==> config.mk <==
export PLATFORM = sky130hd
export DESIGN_NAME = uart_regfile
export DESIGN_NICKNAME = d
export VERILOG_FILES = /design/src/rtl/uart_rf_pkg.sv /design/src/rtl/uart_rf_fifo.sv /design/src/rtl/uart_rf_irq.sv /design/src/rtl/uart_regfile.sv
export SDC_FILE = /design/constraint.sdc
export NUM_CORES = 1
export LEC_CHECK = 0
export CAP_MARGIN = 10
export CELL_PAD_IN_SITES_DETAIL_PLACEMENT = 1
export CELL_PAD_IN_SITES_GLOBAL_PLACEMENT = 1
export CORE_MARGIN = 2
export CORE_UTILIZATION = 35
export DETAILED_ROUTE_END_ITERATION = 10
export DONT_BUFFER_PORTS = 1
export GPL_TIMING_DRIVEN = 0
export PLACE_DENSITY = 0.62
export RECOVER_POWER = 50
export SLEW_MARGIN = 20
export SYNTH_ARGS = -nofsm -noshare
export SYNTH_HDL_FRONTEND = slang
export SYNTH_HIERARCHICAL = 1
export SYNTH_SLANG_ARGS = --single-unit
==> constraint.sdc <==
create_clock -name clk_i -period 4.4 [get_ports clk_i]
set_input_delay 0.44 -clock clk_i [delete_from_list [all_inputs] [get_ports clk_i]]
set_output_delay 0.44 -clock clk_i [all_outputs]
set_load 0.02 [all_outputs]
==> src/rtl/uart_rf_pkg.sv <==
package uart_rf_pkg;
  localparam logic [11:0] OFF_DR   = 12'h000;
  localparam logic [11:0] OFF_RSR  = 12'h004;
  localparam logic [11:0] OFF_FR   = 12'h018;
  localparam logic [11:0] OFF_LCR  = 12'h02C;
  localparam logic [11:0] OFF_CR   = 12'h030;
  localparam logic [11:0] OFF_IMSC = 12'h038;
  localparam logic [11:0] OFF_RIS  = 12'h03C;
  localparam logic [11:0] OFF_MIS  = 12'h040;
  localparam logic [11:0] OFF_ICR  = 12'h044;

  localparam int unsigned IRQ_W    = 11;
  localparam int unsigned IRQ_RX   = 4;
  localparam int unsigned IRQ_TX   = 5;
  localparam int unsigned IRQ_RT   = 6;
  localparam int unsigned IRQ_ERR0 = 7;   // FE, PE, BE, OE follow
  localparam int unsigned IRQ_OE   = 10;

  localparam int unsigned LCR_FEN  = 4;
  localparam logic [15:0] CR_RST   = 16'h0300;
  localparam logic [15:0] CR_WMASK = 16'hFF87;

  typedef struct packed {
    logic ri;
    logic txfe;
    logic rxff;
    logic txff;
    logic rxfe;
    logic busy;
    logic dcd;
    logic dsr;
    logic cts;
  } flags_t;
endpackage

==> src/rtl/uart_rf_fifo.sv <==
module uart_rf_fifo #(
  parameter int unsigned W     = 8,
  parameter int unsigned DEPTH = 16
) (
  input  logic         clk_i,
  input  logic         rst_ni,
  input  logic         fifo_mode_i,
  input  logic         push_i,
  input  logic [W-1:0] data_i,
  input  logic         pop_i,
  output logic [W-1:0] data_o,
  output logic         empty_o,
  output logic         full_o
);
  localparam int unsigned CW = $clog2(DEPTH + 1);
  localparam int unsigned PW = (DEPTH > 1) ? $clog2(DEPTH) : 1;

  logic [W-1:0]  mem [DEPTH];
  logic [PW-1:0] wr_ptr, rd_ptr;
  logic [CW-1:0] count;
  logic [CW-1:0] limit;
  logic          push_ok, pop_ok;

  assign limit   = fifo_mode_i ? CW'(DEPTH) : CW'(1);
  assign empty_o = (count == '0);
  assign full_o  = (count >= limit);
  assign push_ok = push_i & ~full_o;
  assign pop_ok  = pop_i & ~empty_o;
  assign data_o  = mem[rd_ptr];

  function automatic logic [PW-1:0] nxt(input logic [PW-1:0] p);
    return (p == PW'(DEPTH - 1)) ? '0 : p + 1'b1;
  endfunction

  always_ff @(posedge clk_i) begin
    if (push_ok) mem[wr_ptr] <= data_i;
  end

  always_ff @(posedge clk_i or negedge rst_ni) begin
    if (!rst_ni) begin
      wr_ptr <= '0;
      rd_ptr <= '0;
      count  <= '0;
    end else begin
      if (push_ok) wr_ptr <= nxt(wr_ptr);
      if (pop_ok)  rd_ptr <= nxt(rd_ptr);
      count <= count + CW'(push_ok) - CW'(pop_ok);
    end
  end


  depth_bound_chk: assert property (@(posedge clk_i) disable iff (!rst_ni)
    count <= CW'(DEPTH));

  hold_full_chk: assert property (@(posedge clk_i) disable iff (!rst_ni)
    (!fifo_mode_i && count != '0 && push_i && !pop_i) |=> count == $past(count));

  empty_pop_chk: assert property (@(posedge clk_i) disable iff (!rst_ni)
    (empty_o && !push_i) |=> empty_o);
endmodule

==> src/rtl/uart_rf_irq.sv <==
module uart_rf_irq
  import uart_rf_pkg::*;
(
  input  logic             clk_i,
  input  logic             rst_ni,
  input  logic [3:0]       modem_i,      // {ri, dcd, dsr, cts}
  input  logic             rx_nonempty_i,
  input  logic             tx_empty_i,
  input  logic             rx_timeout_i,
  input  logic             rx_accept_i,
  input  logic [3:0]       rx_err_i,
  input  logic             rx_drop_i,
  input  logic [IRQ_W-1:0] mask_i,
  input  logic             clr_we_i,
  input  logic [IRQ_W-1:0] clr_i,
  output logic [IRQ_W-1:0] ris_o,
  output logic [IRQ_W-1:0] mis_o,
  output logic             irq_o
);
  logic [3:0]       modem_q, chg;
  logic [IRQ_W-1:0] raw_q, set_v, clr_v;

  assign chg = modem_i ^ modem_q;

  always_comb begin
    set_v = '0;
    set_v[0] = chg[3];
    set_v[1] = chg[0];
    set_v[2] = chg[2];
    set_v[3] = chg[1];
    set_v[IRQ_RT] = rx_timeout_i;
    for (int i = 0; i < 4; i++) set_v[IRQ_ERR0+i] = rx_accept_i & rx_err_i[i];
    set_v[IRQ_OE] = set_v[IRQ_OE] | rx_drop_i;
    clr_v = clr_we_i ? clr_i : '0;
  end

  always_ff @(posedge clk_i or negedge rst_ni) begin
    if (!rst_ni) begin
      modem_q <= '0;
      raw_q   <= '0;
    end else begin
      modem_q <= modem_i;
      raw_q   <= ((raw_q & ~clr_v) | set_v) & ~(IRQ_W'(3) << IRQ_RX);
    end
  end

  always_comb begin
    ris_o = raw_q;
    ris_o[IRQ_RX] = rx_nonempty_i;
    ris_o[IRQ_TX] = tx_empty_i;
  end
  assign mis_o = ris_o & mask_i;
  assign irq_o = |mis_o;


  overrun_set_chk: assert property (@(posedge clk_i) disable iff (!rst_ni)
    rx_drop_i |=> ris_o[IRQ_OE]);

  masked_quiet_chk: assert property (@(posedge clk_i) disable iff (!rst_ni)
    (mask_i == '0) |-> !irq_o);

  fe_clear_chk: assert property (@(posedge clk_i) disable iff (!rst_ni)
    (clr_we_i && clr_i[IRQ_ERR0] && !rx_accept_i) |=> !ris_o[IRQ_ERR0]);
endmodule

==> src/rtl/uart_regfile.sv <==
module uart_regfile
  import uart_rf_pkg::*;
#(
  parameter int unsigned FIFO_DEPTH = 16
) (
  input  logic        clk_i,
  input  logic        rst_ni,
  input  logic        req_i,
  input  logic        we_i,
  input  logic [11:0] addr_i,
  input  logic [31:0] wdata_i,
  output logic [31:0] rdata_o,
  input  logic        rx_push_i,
  input  logic [7:0]  rx_data_i,
  input  logic [3:0]  rx_err_i,
  input  logic        rx_timeout_i,
  input  logic        tx_pop_i,
  output logic [7:0]  tx_data_o,
  output logic        tx_valid_o,
  input  logic [3:0]  modem_i,
  input  logic        busy_i,
  output logic [15:0] ctrl_o,
  output logic [7:0]  line_ctrl_o,
  output logic        irq_o
);
  logic             acc_rd, acc_wr, sel_dr;
  logic             rx_empty, rx_full, tx_empty, tx_full, fifo_mode;
  logic [11:0]      rx_head;
  logic [3:0]       rsr_q;
  logic [7:0]       lcr_q;
  logic [15:0]      cr_q;
  logic [IRQ_W-1:0] imsc_q, ris, mis;
  logic [31:0]      rd_mux, rdata_q;
  flags_t           flags;
  logic             unused_wdata;

  assign acc_rd    = req_i & ~we_i;
  assign acc_wr    = req_i & we_i;
  assign sel_dr    = (addr_i == OFF_DR);
  assign fifo_mode = lcr_q[LCR_FEN];
  assign unused_wdata = ^wdata_i[31:16];

  uart_rf_fifo #(.W(12), .DEPTH(FIFO_DEPTH)) u_rx_fifo (
    .clk_i, .rst_ni, .fifo_mode_i(fifo_mode),
    .push_i(rx_push_i), .data_i({rx_err_i, rx_data_i}),
    .pop_i(acc_rd & sel_dr), .data_o(rx_head),
    .empty_o(rx_empty), .full_o(rx_full));

  uart_rf_fifo #(.W(8), .DEPTH(FIFO_DEPTH)) u_tx_fifo (
    .clk_i, .rst_ni, .fifo_mode_i(fifo_mode),
    .push_i(acc_wr & sel_dr), .data_i(wdata_i[7:0]),
    .pop_i(tx_pop_i), .data_o(tx_data_o),
    .empty_o(tx_empty), .full_o(tx_full));

  uart_rf_irq u_irq (
    .clk_i, .rst_ni, .modem_i,
    .rx_nonempty_i(~rx_empty), .tx_empty_i(tx_empty),
    .rx_timeout_i, .rx_accept_i(rx_push_i & ~rx_full), .rx_err_i,
    .rx_drop_i(rx_push_i & rx_full), .mask_i(imsc_q),
    .clr_we_i(acc_wr && addr_i == OFF_ICR), .clr_i(wdata_i[IRQ_W-1:0]),
    .ris_o(ris), .mis_o(mis), .irq_o);

  always_ff @(posedge clk_i or negedge rst_ni) begin
    if (!rst_ni) begin
      rsr_q  <= '0;
      lcr_q  <= '0;
      cr_q   <= CR_RST;
      imsc_q <= '0;
    end else begin
      if (acc_wr) begin
        unique case (addr_i)
          OFF_RSR:  rsr_q  <= '0;
          OFF_LCR:  lcr_q  <= wdata_i[7:0];
          OFF_CR:   cr_q   <= wdata_i[15:0] & CR_WMASK;
          OFF_IMSC: imsc_q <= wdata_i[IRQ_W-1:0];
          default: ;
        endcase
      end else if (acc_rd && sel_dr && !rx_empty) begin
        rsr_q <= rx_head[11:8];
      end
    end
  end

  always_comb begin
    flags      = '0;
    flags.cts  = modem_i[0];
    flags.dsr  = modem_i[1];
    flags.dcd  = modem_i[2];
    flags.ri   = modem_i[3];
    flags.busy = busy_i;
    flags.rxfe = rx_empty;
    flags.txff = tx_full;
    flags.rxff = rx_full;
    flags.txfe = tx_empty;
  end

  always_comb begin
    rd_mux = '0;
    unique case (addr_i)
      OFF_DR:   rd_mux = rx_empty ? '0 : {20'b0, rx_head};
      OFF_RSR:  rd_mux = {28'b0, rsr_q};
      OFF_FR:   rd_mux = {23'b0, flags};
      OFF_LCR:  rd_mux = {24'b0, lcr_q};
      OFF_CR:   rd_mux = {16'b0, cr_q};
      OFF_IMSC: rd_mux = {21'b0, imsc_q};
      OFF_RIS:  rd_mux = {21'b0, ris};
      OFF_MIS:  rd_mux = {21'b0, mis};
      default:  rd_mux = '0;
    endcase
  end

  always_ff @(posedge clk_i or negedge rst_ni) begin
    if (!rst_ni)     rdata_q <= '0;
    else if (acc_rd) rdata_q <= rd_mux;
  end

  assign rdata_o     = rdata_q;
  assign tx_valid_o  = ~tx_empty;
  assign ctrl_o      = cr_q;
  assign line_ctrl_o = lcr_q;


  rsr_hold_chk: assert property (@(posedge clk_i) disable iff (!rst_ni)
    !(req_i && (addr_i == OFF_DR || addr_i == OFF_RSR)) |=> $stable(rsr_q));

  rsr_clear_chk: assert property (@(posedge clk_i) disable iff (!rst_ni)
    (acc_wr && addr_i == OFF_RSR) |=> rsr_q == '0);

  empty_read_chk: assert property (@(posedge clk_i) disable iff (!rst_ni)
    (acc_rd && sel_dr && rx_empty) |=> rdata_o == '0);
endmodule

# Yosys cells after proc, flatten, opt, wreduce, memory -nomap -nowiden

Memories as Yosys holds them, arrays and structs flattened.
Index checks and enable logic that the tools add are counted.
W data, S select, Z words.

Register bits after elaboration: 106
Memory bits (read-only): 0
Logic and storage cells: 90
Input port bits: 68
Memories kept: 2
Output and inout port bits: 66
Bits in latches: 0
Bits in writable memories: 320

Memories:

| memory        | depth | width | read ports | clocked after Yosys merged registers in | wr ports | RTL line           | RTL |
|---|---|---|---|---|---|---|---|
| u_rx_fifo.mem | 16    | 12    | 1          | 0                                       | 1        | uart_rf_fifo.sv:18 | `logic [W-1:0] mem [DEPTH];` |
| u_tx_fifo.mem | 16    | 8     | 1          | 0                                       | 1        | uart_rf_fifo.sv:18 |  |

Bitwise logic cells: 24
Magnitude comparators: 2
Mux-type cells: 15
Shift-type cells: 0
Multiply operators: 0
Add/subtract/negate cells: 8
Div/mod/pow operators: 0
Eq/ne operators: 13
Reductions and logical operators: 13

Operator list:

| operator              | number |
|---|---|
| $pmux W16 S8          | 1 |
| $eq A12 B6 Y1 const B | 4 |
| $mux W4               | 7 |
| $eq A12 B7 Y1 const B | 2 |
| $and A11 B11 Y11      | 2 |
| $add A4 B1 Y4 const B | 4 |
| $eq A4 B4 Y1 const B  | 4 |
| $and A1 B1 Y1         | 13 |
| $eq A12 B3 Y1 const B | 1 |
| $eq A12 B5 Y1 const B | 1 |
| $logic_not A12 Y1     | 1 |
| $mux W12              | 1 |
| $mux W11              | 1 |
| $not A11 Y11          | 1 |
| $or A11 B11 Y11       | 1 |
| $reduce_or A11 Y1     | 1 |
| $add A5 B1 Y5         | 2 |
| $ge A5 B5 Y1          | 2 |
| $logic_not A5 Y1      | 2 |
| $sub A5 B1 Y5         | 2 |
| $reduce_and A2 Y1     | 4 |
| $mux W5               | 1 |
| $not A1 Y1            | 5 |
| $mux W1               | 4 |
| 6 further kinds       | 8 |

# Depth between registers and ports, before layout

Depth in word-level cells: 7
Gate-level depth with buffers: 16
Mapped depth without buffers: 15

# By module

Netlist, hierarchy kept.

By module, submodules not included:

| module                   | times used | cells each | sequential area each (µm²) | area an instance (µm²) |
|---|---|---|---|---|
| uart_rf_fifo (u_rx_fifo) | 1          | 453        | 6090.8                     | 8448.1 |
| uart_rf_fifo (u_tx_fifo) | 1          | 307        | 4169.0                     | 5759.3 |
| uart_regfile             | 1          | 290        | 1278.7                     | 3099.2 |
| uart_rf_irq              | 1          | 58         | 325.3                      | 595.6 |

# Worst setup path after synthesis

OpenSTA, ideal clock, no wires.

Path kind: input-to-reg
From: in addr_i[9]
To: reg u_tx_fifo.count[4]
Buffers on the path: 1
Required time: 4.276 ns
Slack: 0.889 ns
Stages: 16
Setup time: 0.124 ns
Arrival: 3.387 ns
Cells stage by stage: or4_4 -> buf_6 -> or2_2 -> nor4_1 -> nor3b_1 -> a41o_2 -> inv_1 -> ha_1 -> inv_1 -> ha_1 -> inv_1 -> fa_1 -> nor2_1 -> nor2_1 -> o21bai_1 -> xnor2_1

Word-level cells in the longest chain between the ends: 5

RTL lines:

| element                | RTL line           | RTL |
|---|---|---|
| start: declaration     | uart_regfile.sv:10 | `input logic [11:0] addr_i,` |
| $logic_not A12 Y1      | uart_regfile.sv:39 | `assign sel_dr = (addr_i == OFF_DR);` |
| $and A1 B1 Y1          | uart_regfile.sv:51 | `.push_i(acc_wr & sel_dr), .data_i(wdata_i[7:0]),` |
| $and A1 B1 Y1          | uart_rf_fifo.sv:27 | `assign push_ok = push_i & ~full_o;` |
| $add A5 B1 Y5          | uart_rf_fifo.sv:47 | `count <= count + CW'(push_ok) - CW'(pop_ok);` |
| $sub A5 B1 Y5          | uart_rf_fifo.sv:47 |  |
| end signal: assignment | uart_rf_fifo.sv:47 |  |
| end: declaration       | uart_rf_fifo.sv:20 | `logic [CW-1:0] count;` |

No other way between the ends.
A chain may end at the register's enable or synchronous reset.

# Worst setup path after layout

Same ends and word-level chain as after synthesis.

==> impl_results.md <==
* Core footprint at slightly above 50,000 µm²
* Net load switching power at approximately 2.8 mW
* Iter 0 DRT Violations at approximately 670
* CP Class: in2reg
* Total track usage at 0.180
* TNS Setup at 0 ns
* Yosys warning total at 6
* Num rows at 82
* Share of cells above drive strength 1 at 0.208
* R2R depth at 15
* CP Data Arrival Time at 4.16 ns
* Hold Crit Class: in2reg
* Placed Cells at ~1,800
* Hold Vio Cnt, Final at 0
* Utilization after layout at 0.411
* Post-layout nets at around 1,300
* Most numerous cell in the Yosys netlist: edfxtp_1
* Cells after Synth at between 1,000 and 1,500
* Worst slew margin at -0.577
* Worst VDD drop at about 0.0003 V
* I/O pins at 134
* Number of global-route vias before repair at 10,670
* Clock Sink Count at 410
* Logic depth of the worst path, buffers included at 16
* Critical Path Start Type: primary input
* Initial antenna violation count at 8
* CTS H-tree depth at 2
* P&R area growth vs syn at 15.6%
* Most frequent CP cell: inv_1
* Final slew viol count at a little over 90
* Clock Latency Late Sink at 0.59 ns
* Reg clk slew, reported paths at about 0.060 ns
* R2r setup slk at 0.77 ns
* Final min period at 3.66 ns
* Largest fanout on the critical path at 9
* Failing checks: max-capacitance violations, max-slew violations
* PD cells at roughly 480 nW/µm²
* Routed Antenna Nets at 0
* DRC at 0
* Hold Crit Start: wdata_i[3]
* Setup-failing EPs final at 0
* EDFF count, synth at 320
* Vert. Die Dim at around 230 µm
* Vias at between 10,000 and 15,000
* R2r endpoint: u_rx_fifo/count[4]
* Synth Cell Area at roughly 18,000 µm²
* Status: finished, violations left
* FILL cells at 5,017
* RSZ-0062 raised after global routing: false
* Critical-path cell list: or4_4 -> buf_6 -> or2_2 -> nor4_1 -> nor3b_1 -> a41o_2 -> inv_1 -> ha_1 -> inv_1 -> ha_1 -> inv_1 -> fa_1 -> nor2_1 -> nor2_1 -> o21bai_1 -> xnor2_1
* Starting Density at 0.355
* Drt pass-1 iters at 5
* Final RePlAce weighted congestion at 0.864
* Non-filler cells, final at between 1,500 and 2,000
* Reg-to-Reg Start: line_ctrl_o[4]
* Top post-synthesis cells by count: edfxtp_1 (320), dfrtp_1 (88), nand2_1 (76)
* Final Cycle Share at 0.831
* Post-DP HPWL at 31.6 mm
* Int Pwr at 7.18 mW
* Remaining Overflow, GRT at 0
* Crit path to: u_tx_fifo/count[4]
* Port Buf Inserts at 0
* Max_cap viols at 1
* CP endpoint kind: register
* Seq pwr share at 0.450
* Setup Skew at approximately 0.026 ns
* Buf/Inv on CP at 4
* CP startpoint: addr_i[9]
* Final wirelength at 47.1 mm
* Root Buffer: clkbuf_16
* Critical Path Slowest Stage Cell: nor4_1
* Required time of the critical path at ~5 ns
* Top cells by area, synth: edfxtp_1 (54%), dfrtp_1 (12%), mux4_2 (7.0%)
* Synth area leader: edfxtp_1
* CP top delay family: simple AND/OR/NAND/NOR gates
* Count of different cell masters after synthesis at 76
* DR vias/cell at 5.25
* Avg WL per Cell at about 25 µm
* Synthesized area per cell at ~16 µm²
* Register area share after synthesis at 0.663
* Die ar. at roughly 53,000 µm²
* Yosys reg bits at 410
* First-pass GRT wire length at slightly above 70 mm
* Top cell type's share of synthesized area at 0.537
* Ys async rst share at 0.220
* Comb pwr share at 0.190
* Largest net degree at the start of global routing at about 90
* Slowest stage delay, CP at ~0.63 ns
* Max Fclk at about 270 MHz
* Least-Margin Pin Slew at 2.37 ns
* Deepest clock path buffer count at 3
* Die W at ~230 µm
* P_leak at ~7.2 nW
* Hold Slack at roughly 0.037 ns
* Net Sw Frac at 0.283
* CTS buffer count at 45
* Resize count post-CTS at 0
* Clk pwr share at 0.360
* Top FF cell, synth: edfxtp_1
* TritonCTS clock tree: done
## worst min path at each step
stage | end | cells after the start
after floorplan | ctrl_o[0] | 0
after global placement | rdata_o[11] | 0
after detailed placement | rdata_o[11] | 0
after CTS | u_irq/raw_q[3] | 3
after global routing | u_irq/raw_q[2] | 3
final | u_irq/raw_q[3] | 3
## registers in the layout (all words and copies together) (netlist names), 5 cells and up
register / flops
u_tx_fifo/count: 5
u_rx_fifo/count: 5
u_rx_fifo/mem: 192
u_tx_fifo/mem: 128
imsc_q: 11
u_irq/raw_q: 9
rdata_o: 16
ctrl_o: 12
line_ctrl_o: 8
## cell families (layout without fill, tap and decap cells)
family / after synthesis / count (layout) / share of synthesized area
flops: 410 / 410 / 0.663
fa+ha+maj: 32 / 32 / 0.0232
simple gates: 224 / 224 / 0.0723
buf+inv: 117 / 240 / 0.0368
mux: 153 / 153 / 0.131
other cells: 1 / 22 / 0.000209
xor+xnor: 17 / 17 / 0.00832
compound gates: 154 / 154 / 0.0659
## power by group through the flow
| stage | combinational (mW) | sequential [mW] | clock (mW) |
|---|---|---|---|
| after global routing | 2.09 | 4.52 | 3.87 |
| after CTS | 1.93 | 4.51 | 3.71 |
| final | 1.90 | 4.51 | 3.61 |
| after detailed placement | 1.82 | 4.58 | 0 |
| after global placement | 1.74 | 4.58 | 0 |
| after floorplan | 1.37 | 4.53 | 0 |
## per-layer routing
layer	vias to the layer above	wire, µm	global-route usage
met3	78	2580	0.0409
met5	-	12	0
met1	5296	20600	0.241
met4	2	1480	0.0619
li1	4511	-	-
met2	210	22500	0.288
## repair_timing
action / in CTS / in global routing
buffers inserted: 0 / 0
hold buffers: 35 / 0
hold endpoints to repair: 454 / 0
## final cells by class
type	instances	area, µm²	share of cell area
buffer	82	524	0.0253
clock buffer	57	1180	0.0571
inverter	35	134	0.00647
timing repair buffer	41	409	0.0198
sequential	410	11900	0.573
tap	672	841	0.0406
multi-input combinational	600	5510	0.266
antenna	2	5.00	0.000242
clock inverter	25	228	0.0110
## metrics by stage
stage	setup slack [ns]	total power [mW]	cell area, µm²
finish	0.745	10.0	20700
global route	0.377	10.5	20700
CTS	0.748	10.1	20700
detailed placement	0.138	6.40	18900
global placement	0.0959	6.32	18800
floorplan	0.889	5.90	18000
## placed cells by master, fill, tap and decap left out, types with 20 or more instances in the layout
cell | Yosys | routed
clkbuf_16 | 0 | 45
nand2_1 | 76 | 76
edfxtp_1 | 320 | 320
dlygate4sd3_1 | 0 | 34
clkbuf_1 | 23 | 34
mux4_2 | 56 | 56
a221oi_1 | 26 | 26
inv_1 | 34 | 34
ha_1 | 30 | 30
mux2i_1 | 55 | 55
o21ai_0 | 27 | 27
a22oi_1 | 33 | 33
dfrtp_1 | 88 | 88
conb_1 | 1 | 20
mux2_2 | 28 | 28
nor2_1 | 33 | 33
buf_4 | 29 | 30
## worst register-to-register path, stage by stage (launching register included)
cell and delay (ns):
dfrtp_1 0.64, inv_1 0.14, ha_1 0.31, and3b_2 0.21, o41ai_4 0.42, and2_4 0.27
inv_4 0.07, ha_1 0.29, inv_1 0.06, ha_1 0.17, inv_1 0.07, fa_1 0.42
nor2_1 0.11, nor2_1 0.05, o21bai_1 0.19, xnor2_1 0.14
Power figures use the tool's default switching activity.
